===== src/rtl/irq_pm_pkg.sv =====
package irq_pm_pkg;

  localparam int unsigned IRQ_SRC_N  = 64;
  localparam int unsigned IRQ_WORD_W = 32;
  localparam int unsigned IRQ_WORDS  = IRQ_SRC_N / IRQ_WORD_W;
  localparam int unsigned REG_STRIDE = 4;

  typedef logic [IRQ_SRC_N-1:0]  irq_vec_t;
  typedef logic [IRQ_WORD_W-1:0] irq_word_t;

  // Reserved source 0 never becomes pending.
  function automatic irq_vec_t f_capture(input irq_vec_t raw);
    irq_vec_t v;
    v    = raw;
    v[0] = 1'b0;
    return v;
  endfunction

  // A set mask bit blocks its source.
  function automatic irq_vec_t f_gate(input irq_vec_t pend, input irq_vec_t mask);
    return pend & ~mask;
  endfunction

  // Word w holds bits [w*W +: W]; the highest word sits at the base address.
  function automatic logic [11:0] f_word_addr(input logic [11:0] base, input int unsigned w);
    return base + 12'(REG_STRIDE * (IRQ_WORDS - 1 - w));
  endfunction

endpackage


===== src/rtl/irq_pm_sampler.sv =====
module irq_pm_sampler
  import irq_pm_pkg::*;
(
  input  logic     clk,
  input  logic     rst_n,
  input  irq_vec_t req_i,
  output irq_vec_t pend_o
);

  irq_vec_t pend_q;

  always_ff @(posedge clk or negedge rst_n) begin
    if (!rst_n) pend_q <= '0;
    else        pend_q <= f_capture(req_i);
  end

  assign pend_o = pend_q;

endmodule


===== src/rtl/irq_pm_mask_bank.sv =====
module irq_pm_mask_bank
  import irq_pm_pkg::*;
#(
  parameter logic [11:0] MASK_BASE = 12'hC08
) (
  input  logic                 clk,
  input  logic                 rst_n,
  input  logic                 wr_en_i,
  input  logic [11:0]          addr_i,
  input  irq_word_t            wdata_i,
  output irq_vec_t             mask_o,
  output logic [IRQ_WORDS-1:0] word_hit_o,
  output logic                 mask_all_o
);

  // Word 0 is the low word; its bit 0 triggers the global mask-all.
  assign mask_all_o = word_hit_o[0] && wdata_i[0];

  for (genvar w = 0; w < IRQ_WORDS; w++) begin : g_word
    irq_word_t word_q;

    assign word_hit_o[w] = wr_en_i && (addr_i == f_word_addr(MASK_BASE, w));

    always_ff @(posedge clk or negedge rst_n) begin
      if (!rst_n)             word_q <= '1;
      else if (mask_all_o)    word_q <= '1;
      else if (word_hit_o[w]) word_q <= wdata_i;
    end

    assign mask_o[w*IRQ_WORD_W +: IRQ_WORD_W] = word_q;
  end

endmodule


===== src/rtl/irq_pm_gate.sv =====
module irq_pm_gate
  import irq_pm_pkg::*;
(
  input  logic     clk,
  input  logic     rst_n,
  input  irq_vec_t pend_i,
  input  irq_vec_t mask_i,
  output irq_vec_t en_o,
  output logic     any_o
);

  logic any_q;

  assign en_o = f_gate(pend_i, mask_i);

  always_ff @(posedge clk or negedge rst_n) begin
    if (!rst_n) any_q <= 1'b0;
    else        any_q <= |en_o;
  end

  assign any_o = any_q;

endmodule


===== src/rtl/irq_pend_mask.sv =====
module irq_pend_mask
  import irq_pm_pkg::*;
#(
  parameter logic [11:0] PEND_BASE = 12'hC00,
  parameter logic [11:0] MASK_BASE = 12'hC08
) (
  input  logic        clk,
  input  logic        rst_n,
  input  logic [63:0] req_i,
  input  logic        wr_en_i,
  input  logic [11:0] addr_i,
  input  logic [31:0] wdata_i,
  output logic [31:0] rdata_o,
  output logic [63:0] en_req_o,
  output logic        any_req_o
);

  irq_vec_t             pend_q;
  irq_vec_t             mask_q;
  logic [IRQ_WORDS-1:0] mask_word_hit;
  logic                 mask_all_hit;

  irq_pm_sampler u_sampler (
    .clk    (clk),
    .rst_n  (rst_n),
    .req_i  (req_i),
    .pend_o (pend_q)
  );

  irq_pm_mask_bank #(.MASK_BASE(MASK_BASE)) u_mask (
    .clk        (clk),
    .rst_n      (rst_n),
    .wr_en_i    (wr_en_i),
    .addr_i     (addr_i),
    .wdata_i    (wdata_i),
    .mask_o     (mask_q),
    .word_hit_o (mask_word_hit),
    .mask_all_o (mask_all_hit)
  );

  irq_pm_gate u_gate (
    .clk    (clk),
    .rst_n  (rst_n),
    .pend_i (pend_q),
    .mask_i (mask_q),
    .en_o   (en_req_o),
    .any_o  (any_req_o)
  );

  always_comb begin
    rdata_o = '0;
    for (int w = 0; w < IRQ_WORDS; w++) begin
      if (addr_i == f_word_addr(PEND_BASE, w)) rdata_o = pend_q[w*IRQ_WORD_W +: IRQ_WORD_W];
      if (addr_i == f_word_addr(MASK_BASE, w)) rdata_o = mask_q[w*IRQ_WORD_W +: IRQ_WORD_W];
    end
  end

endmodule


===== config.mk =====
export PLATFORM = sky130hd
export DESIGN_NAME = irq_pend_mask
export DESIGN_NICKNAME = d
export VERILOG_FILES = /design/src/rtl/irq_pm_pkg.sv /design/src/rtl/irq_pm_sampler.sv /design/src/rtl/irq_pm_mask_bank.sv /design/src/rtl/irq_pm_gate.sv /design/src/rtl/irq_pend_mask.sv
export SDC_FILE = /design/constraint.sdc
export NUM_CORES = 1
export LEC_CHECK = 0
export BUFFER_PORTS_ARGS = -buffer_cell sky130_fd_sc_hd__buf_4
export CAP_MARGIN = 20
export CELL_PAD_IN_SITES_DETAIL_PLACEMENT = 2
export CELL_PAD_IN_SITES_GLOBAL_PLACEMENT = 2
export CORE_AREA = 2 2 143 145
export CTS_CLUSTER_SIZE = 30
export DETAILED_ROUTE_END_ITERATION = 12
export DIE_AREA = 0 0 145 147
export GPL_ROUTABILITY_DRIVEN = 1
export GPL_TIMING_DRIVEN = 0
export PLACE_DENSITY_LB_ADDON = 0.08
export SYNTH_ARGS = -nofsm -noshare
export SYNTH_HDL_FRONTEND = slang
export SYNTH_HIERARCHICAL = 1
export SYNTH_SLANG_ARGS = --single-unit

===== constraint.sdc =====
create_clock -name clk -period 2.07 [get_ports clk]
set_clock_uncertainty 0.15 [all_clocks]
set_input_delay 0.207 -clock clk [delete_from_list [all_inputs] [get_ports clk]]
set_output_delay 0.207 -clock clk [all_outputs]
set_load 0.05 [all_outputs]

### After elaboration in Yosys (flattened, before gate mapping)

Index checks and enable logic that the tools add are counted.

* output and inout bits: 97
* bits of input ports: 111
* register bits after elaboration: 128
* logic and storage cells: 24

* equality and inequality tests: 4
* bitwise operators: 2
* reduce and logical (&&, ||, !) cells: 6
* multiplexer cells: 8

Operator list (count)
* 2-to-1 mux 32 bit: 8
* bitwise AND 64 bit: 1
* NOT 64 bit: 1
* OR reduction 64 bit: 1
* == test 12 bit, second input constant: 4
* nonzero test 2 bit: 2
* logical AND 1 bit: 3

### Logic depth before layout (Yosys ltp)

* depth after elaboration: 5
* depth in mapped cells: 6
* depth with buffers taken out: 4

### Modules after synthesis

Netlist, hierarchy kept.

Modules (own cells, without submodules)
* irq_pm_mask_bank: area an instance 2931.6 µm², times used 1, cells each 257
* irq_pm_sampler: area an instance 1587.8 µm², times used 1, cells each 65
* irq_pend_mask: area an instance 1157.4 µm², times used 1, cells each 83
* irq_pm_gate: area an instance 578.1 µm², times used 1, cells each 86

### Worst setup path after synthesis

Ideal clock, no wire load.

* kind: register to register
* start point: reg u_mask.g_word[1].word_q[20]
* end point: reg u_gate.any_q (netlist: u_gate/any_o)
* buffers on the path: 0
* arrival: 1.628 ns
* setup slack: 0.153 ns
* period minus slack after synthesis: 1.917 ns
* cell stages (with the launch flop): 5
* cell sequence: dfstp_2 nor2b_1 nor4_1 nand4_1 or4b_1

* longest elaborated chain between the ends: 3

Ends and longest elaborated chain
* start, declared: line irq_pm_mask_bank.sv:20 `irq_word_t word_q;`
* start signal, assigned: line irq_pm_mask_bank.sv:27 `else if (word_hit_o[w]) word_q <= wdata_i;`
* NOT 64 bit: line irq_pm_pkg.sv:21 `return pend & ~mask;`
* bitwise AND 64 bit: line irq_pm_pkg.sv:21
* net en_req_o[52]: line irq_pend_mask.sv:14 `output logic [63:0] en_req_o,`
* OR reduction 64 bit: line irq_pm_gate.sv:18 `else any_q <= |en_o;`
* end signal, assigned: line irq_pm_gate.sv:18
* end, declared: line irq_pm_gate.sv:12 `logic any_q;`

The timed path passes the listed nets, and every way through them passes these cells.
A chain may end at the register's enable or synchronous reset.

### Worst setup path in the final report

* start point: reg u_mask.g_word[0].word_q[7]
* end point: out rdata_o[7]

* longest elaborated chain between the ends: 3

Ends and longest elaborated chain
* start, declared: line irq_pm_mask_bank.sv:20
* start signal, assigned: line irq_pm_mask_bank.sv:27
* 2-to-1 mux 32 bit: line irq_pend_mask.sv:54 `if (addr_i == f_word_addr(MASK_BASE, w)) rdata_o = mask_q[w*IRQ_WORD_W +: IRQ_WORD_W];`
* 2-to-1 mux 32 bit: line irq_pend_mask.sv:53 `if (addr_i == f_word_addr(PEND_BASE, w)) rdata_o = pend_q[w*IRQ_WORD_W +: IRQ_WORD_W];`
* 2-to-1 mux 32 bit: line irq_pend_mask.sv:54
* end, declared: line irq_pend_mask.sv:13 `output logic [31:0] rdata_o,`

No other way between the ends.

==> impl_metrics.json <==
{
  "outcome": "finished, final reports clean",
  "routabilityCongestion": 0.765,
  "dr.pass1.iters": 6,
  "min_to": "u_mask/g_word[1].word_q[31]$_DFFE_PN1P_",
  "dp_hpwl_um": 17400,
  "p_leak_nw": 4.35,
  "yosys_warnings": 6,
  "critPathLaunchType": "flip-flop",
  "antenna_found_initial": 1,
  "io_pins": 208,
  "fmax_mhz": 492,
  "drt_iter0_markers": 226,
  "drc_errors": 0,
  "coreArea_mm2": 0.0198,
  "gr-total-overflow": 0,
  "cpPeakStageDelay_ns": 0.48,
  "grt_pass1_vias": 6331,
  "cts_buffers": 17,
  "synth_cells": 485,
  "maxCapViolCount": 0,
  "max_slew_margin_pct": 13.9,
  "drt-total-wl_um": 26200,
  "die-area_mm2": 0.0213,
  "syn_avg_cell_area_um2": 12.8,
  "crit_family": "multiplexers",
  "synthesis.nets": 596,
  "cts_tree": "built",
  "cts_sinks": 128,
  "period_share_pct": 98.1,
  "track_usage_pct": 24.9,
  "htree_levels": 4,
  "start_util_pct": 31.3,
  "path_buf_inv": 1,
  "ant_nets": 0,
  "drive_above_1_share_pct": 47.4,
  "dp.cells": 960,
  "floorplan.die.width_um": 145,
  "fin_cells": 1089,
  "fin_crit_ns": 2.03,
  "tns_ns": 0,
  "port_buffers": 204,
  "vias": 5479,
  "power_density_mw_per_mm2": 680,
  "synthesis.area_mm2": 0.00622,
  "timing.rr.start": "u_mask/g_word[1].word_q[4]$_DFFE_PN1P_",
  "end_kind": "primary output",
  "hold_violations": 0,
  "fin_util_pct": 50.1,
  "cp_slowest_cell": "mux4_2",
  "clk_path_buf_depth": 2,
  "worst_slew_pin_slew_ns": 1.29,
  "crit_arrival_ns": 1.67,
  "clk_latency_ns": 0.42,
  "num-fill-cells": 1966,
  "grt_pass1_wl_um": 39600,
  "rows": 52,
  "cts_root_buffer": "clkbuf_16",
  "vdd_drop_max_uv": 457,
  "worstHoldStart": "addr_i[1]",
  "reg2reg_depth": 4,
  "area_growth_pct": 59.7,
  "grt_max_degree": 74,
  "worstHoldPathType": "in -> reg",
  "rrSetupSlack_ns": 0.05,
  "dieHeight_um": 147,
  "crit_required_ns": 1.71,
  "routed_via_density": 5.03,
  "setup_violations": 0,
  "hold_path_depth": 4,
  "routedWlPerCell_um": 24.1,
  "crit_type": "reg -> out",
  "nets": 917,
  "rsz0062_at_grt": "yes",
  "cp_max_fo": 3,
  "path_clk_slew_ns": 0.06,
  "slew_viol_final": 0,
  "regToRegEndpoint": "u_gate/any_o$_DFF_PN0_",
  "cp_cell_sequence": "mux4_2, and4_1, buf_6"
}
layer usage:
layer | GRT usage, % | wire, um
met1 | 31.7 | 11100
met2 | 42.9 | 13600
met3 | 5.47 | 1130
met4 | 6.73 | 394
met5 | 0 | 0
placed cells by master, fill, tap and decap left out, drive strengths merged:
cell	instances
inv	33
nand4	4
mux2	1
or4b	1
a21oi	31
bufinv	4
and4bb	1
clkbuf	38
mux2i	31
o2bb2ai	32
nand3	1
and4	35
diode	1
mux4	32
nor2b	64
dfrtp	64
clkinvlp	4
conb	1
nor2	32
nor4	19
and2	1
dfstp	64
buf	223
dlygate4sd3	96
clkinv	6
through the flow:
stage	setup slack, ns	power [W]	instance area (um2)	hold slack [ns]
2_1_floorplan	0.153	0.00305	6220	-0.239
6_report	0.0389	0.00676	9940	0.120
3_3_place_gp	-0.392	0.00342	8090	0.166
3_5_place_dp	-0.421	0.00345	8120	0.0622
4_1_cts	0.000788	0.00683	9780	0.0947
5_1_grt	-0.0188	0.00701	9940	0.122
state kept, by name, summed over array words and instances (netlist names):
signal and cells:
u_mask/g_word.word_q 64, u_sampler/pend_o 63, u_gate/any_o 1
how the worst max path moves through the flow:
stage,from,depth (start not counted),to,slack (ns)
5_1_grt,u_mask/g_word[0].word_q[0]$_DFFE_PN1P_,3,rdata_o[0],-0.02
3_5_place_dp,addr_i[9],5,rdata_o[11],-0.42
3_3_place_gp,addr_i[9],5,rdata_o[11],-0.39
6_report,u_mask/g_word[0].word_q[7]$_DFFE_PN1P_,3,rdata_o[7],0.04
2_1_floorplan,u_mask/g_word[1].word_q[20]$_DFFE_PN1P_,4,u_gate/any_o$_DFF_PN0_,0.15
4_1_cts,u_mask/g_word[1].word_q[26]$_DFFE_PN1P_,4,u_gate/any_o$_DFF_PN0_,0.0008
worst reg2reg max path, stage by stage, from the launching register on:
cell     delay (ns)
dfstp_2        0.57
nor2b_4        0.06
nor4_2         0.45
nand4_1        0.14
or4b_1         0.52
area by class of cell:
cell class	instances	area [um2]	area share, %
Sequential cell	128	3280	33.0
Multi-Input combinational cell	286	2680	27.0
Timing Repair Buffer	302	2610	26.3
Clock buffer	17	425	4.28
Tap cell	270	338	3.40
Buffer	38	282	2.83
Clock inverter	14	191	1.93
Inverter	33	124	1.25
Antenna cell	1	2.50	0.0252
report_power, final:
part | switching (W) | leakage (nW) | internal [W]
combinational | 0.000494 | 2.65 | 0.000473
clock | 0.00117 | 0.291 | 0.00201
sequential | 0.0000376 | 1.41 | 0.00258
what timing repair did:
action / 4_1_cts / 5_1_grt
hold buffers: 96 / 0
cloned: 0 / 0
gates resized for setup: 22 / 40
endpoints found under the hold margin: 177 / 0
pin swaps: 2 / 1
buffers inserted: 0 / 1
endpoints found under the setup margin: 33 / 30
Note: power is estimated with default switching activity, not from simulation.
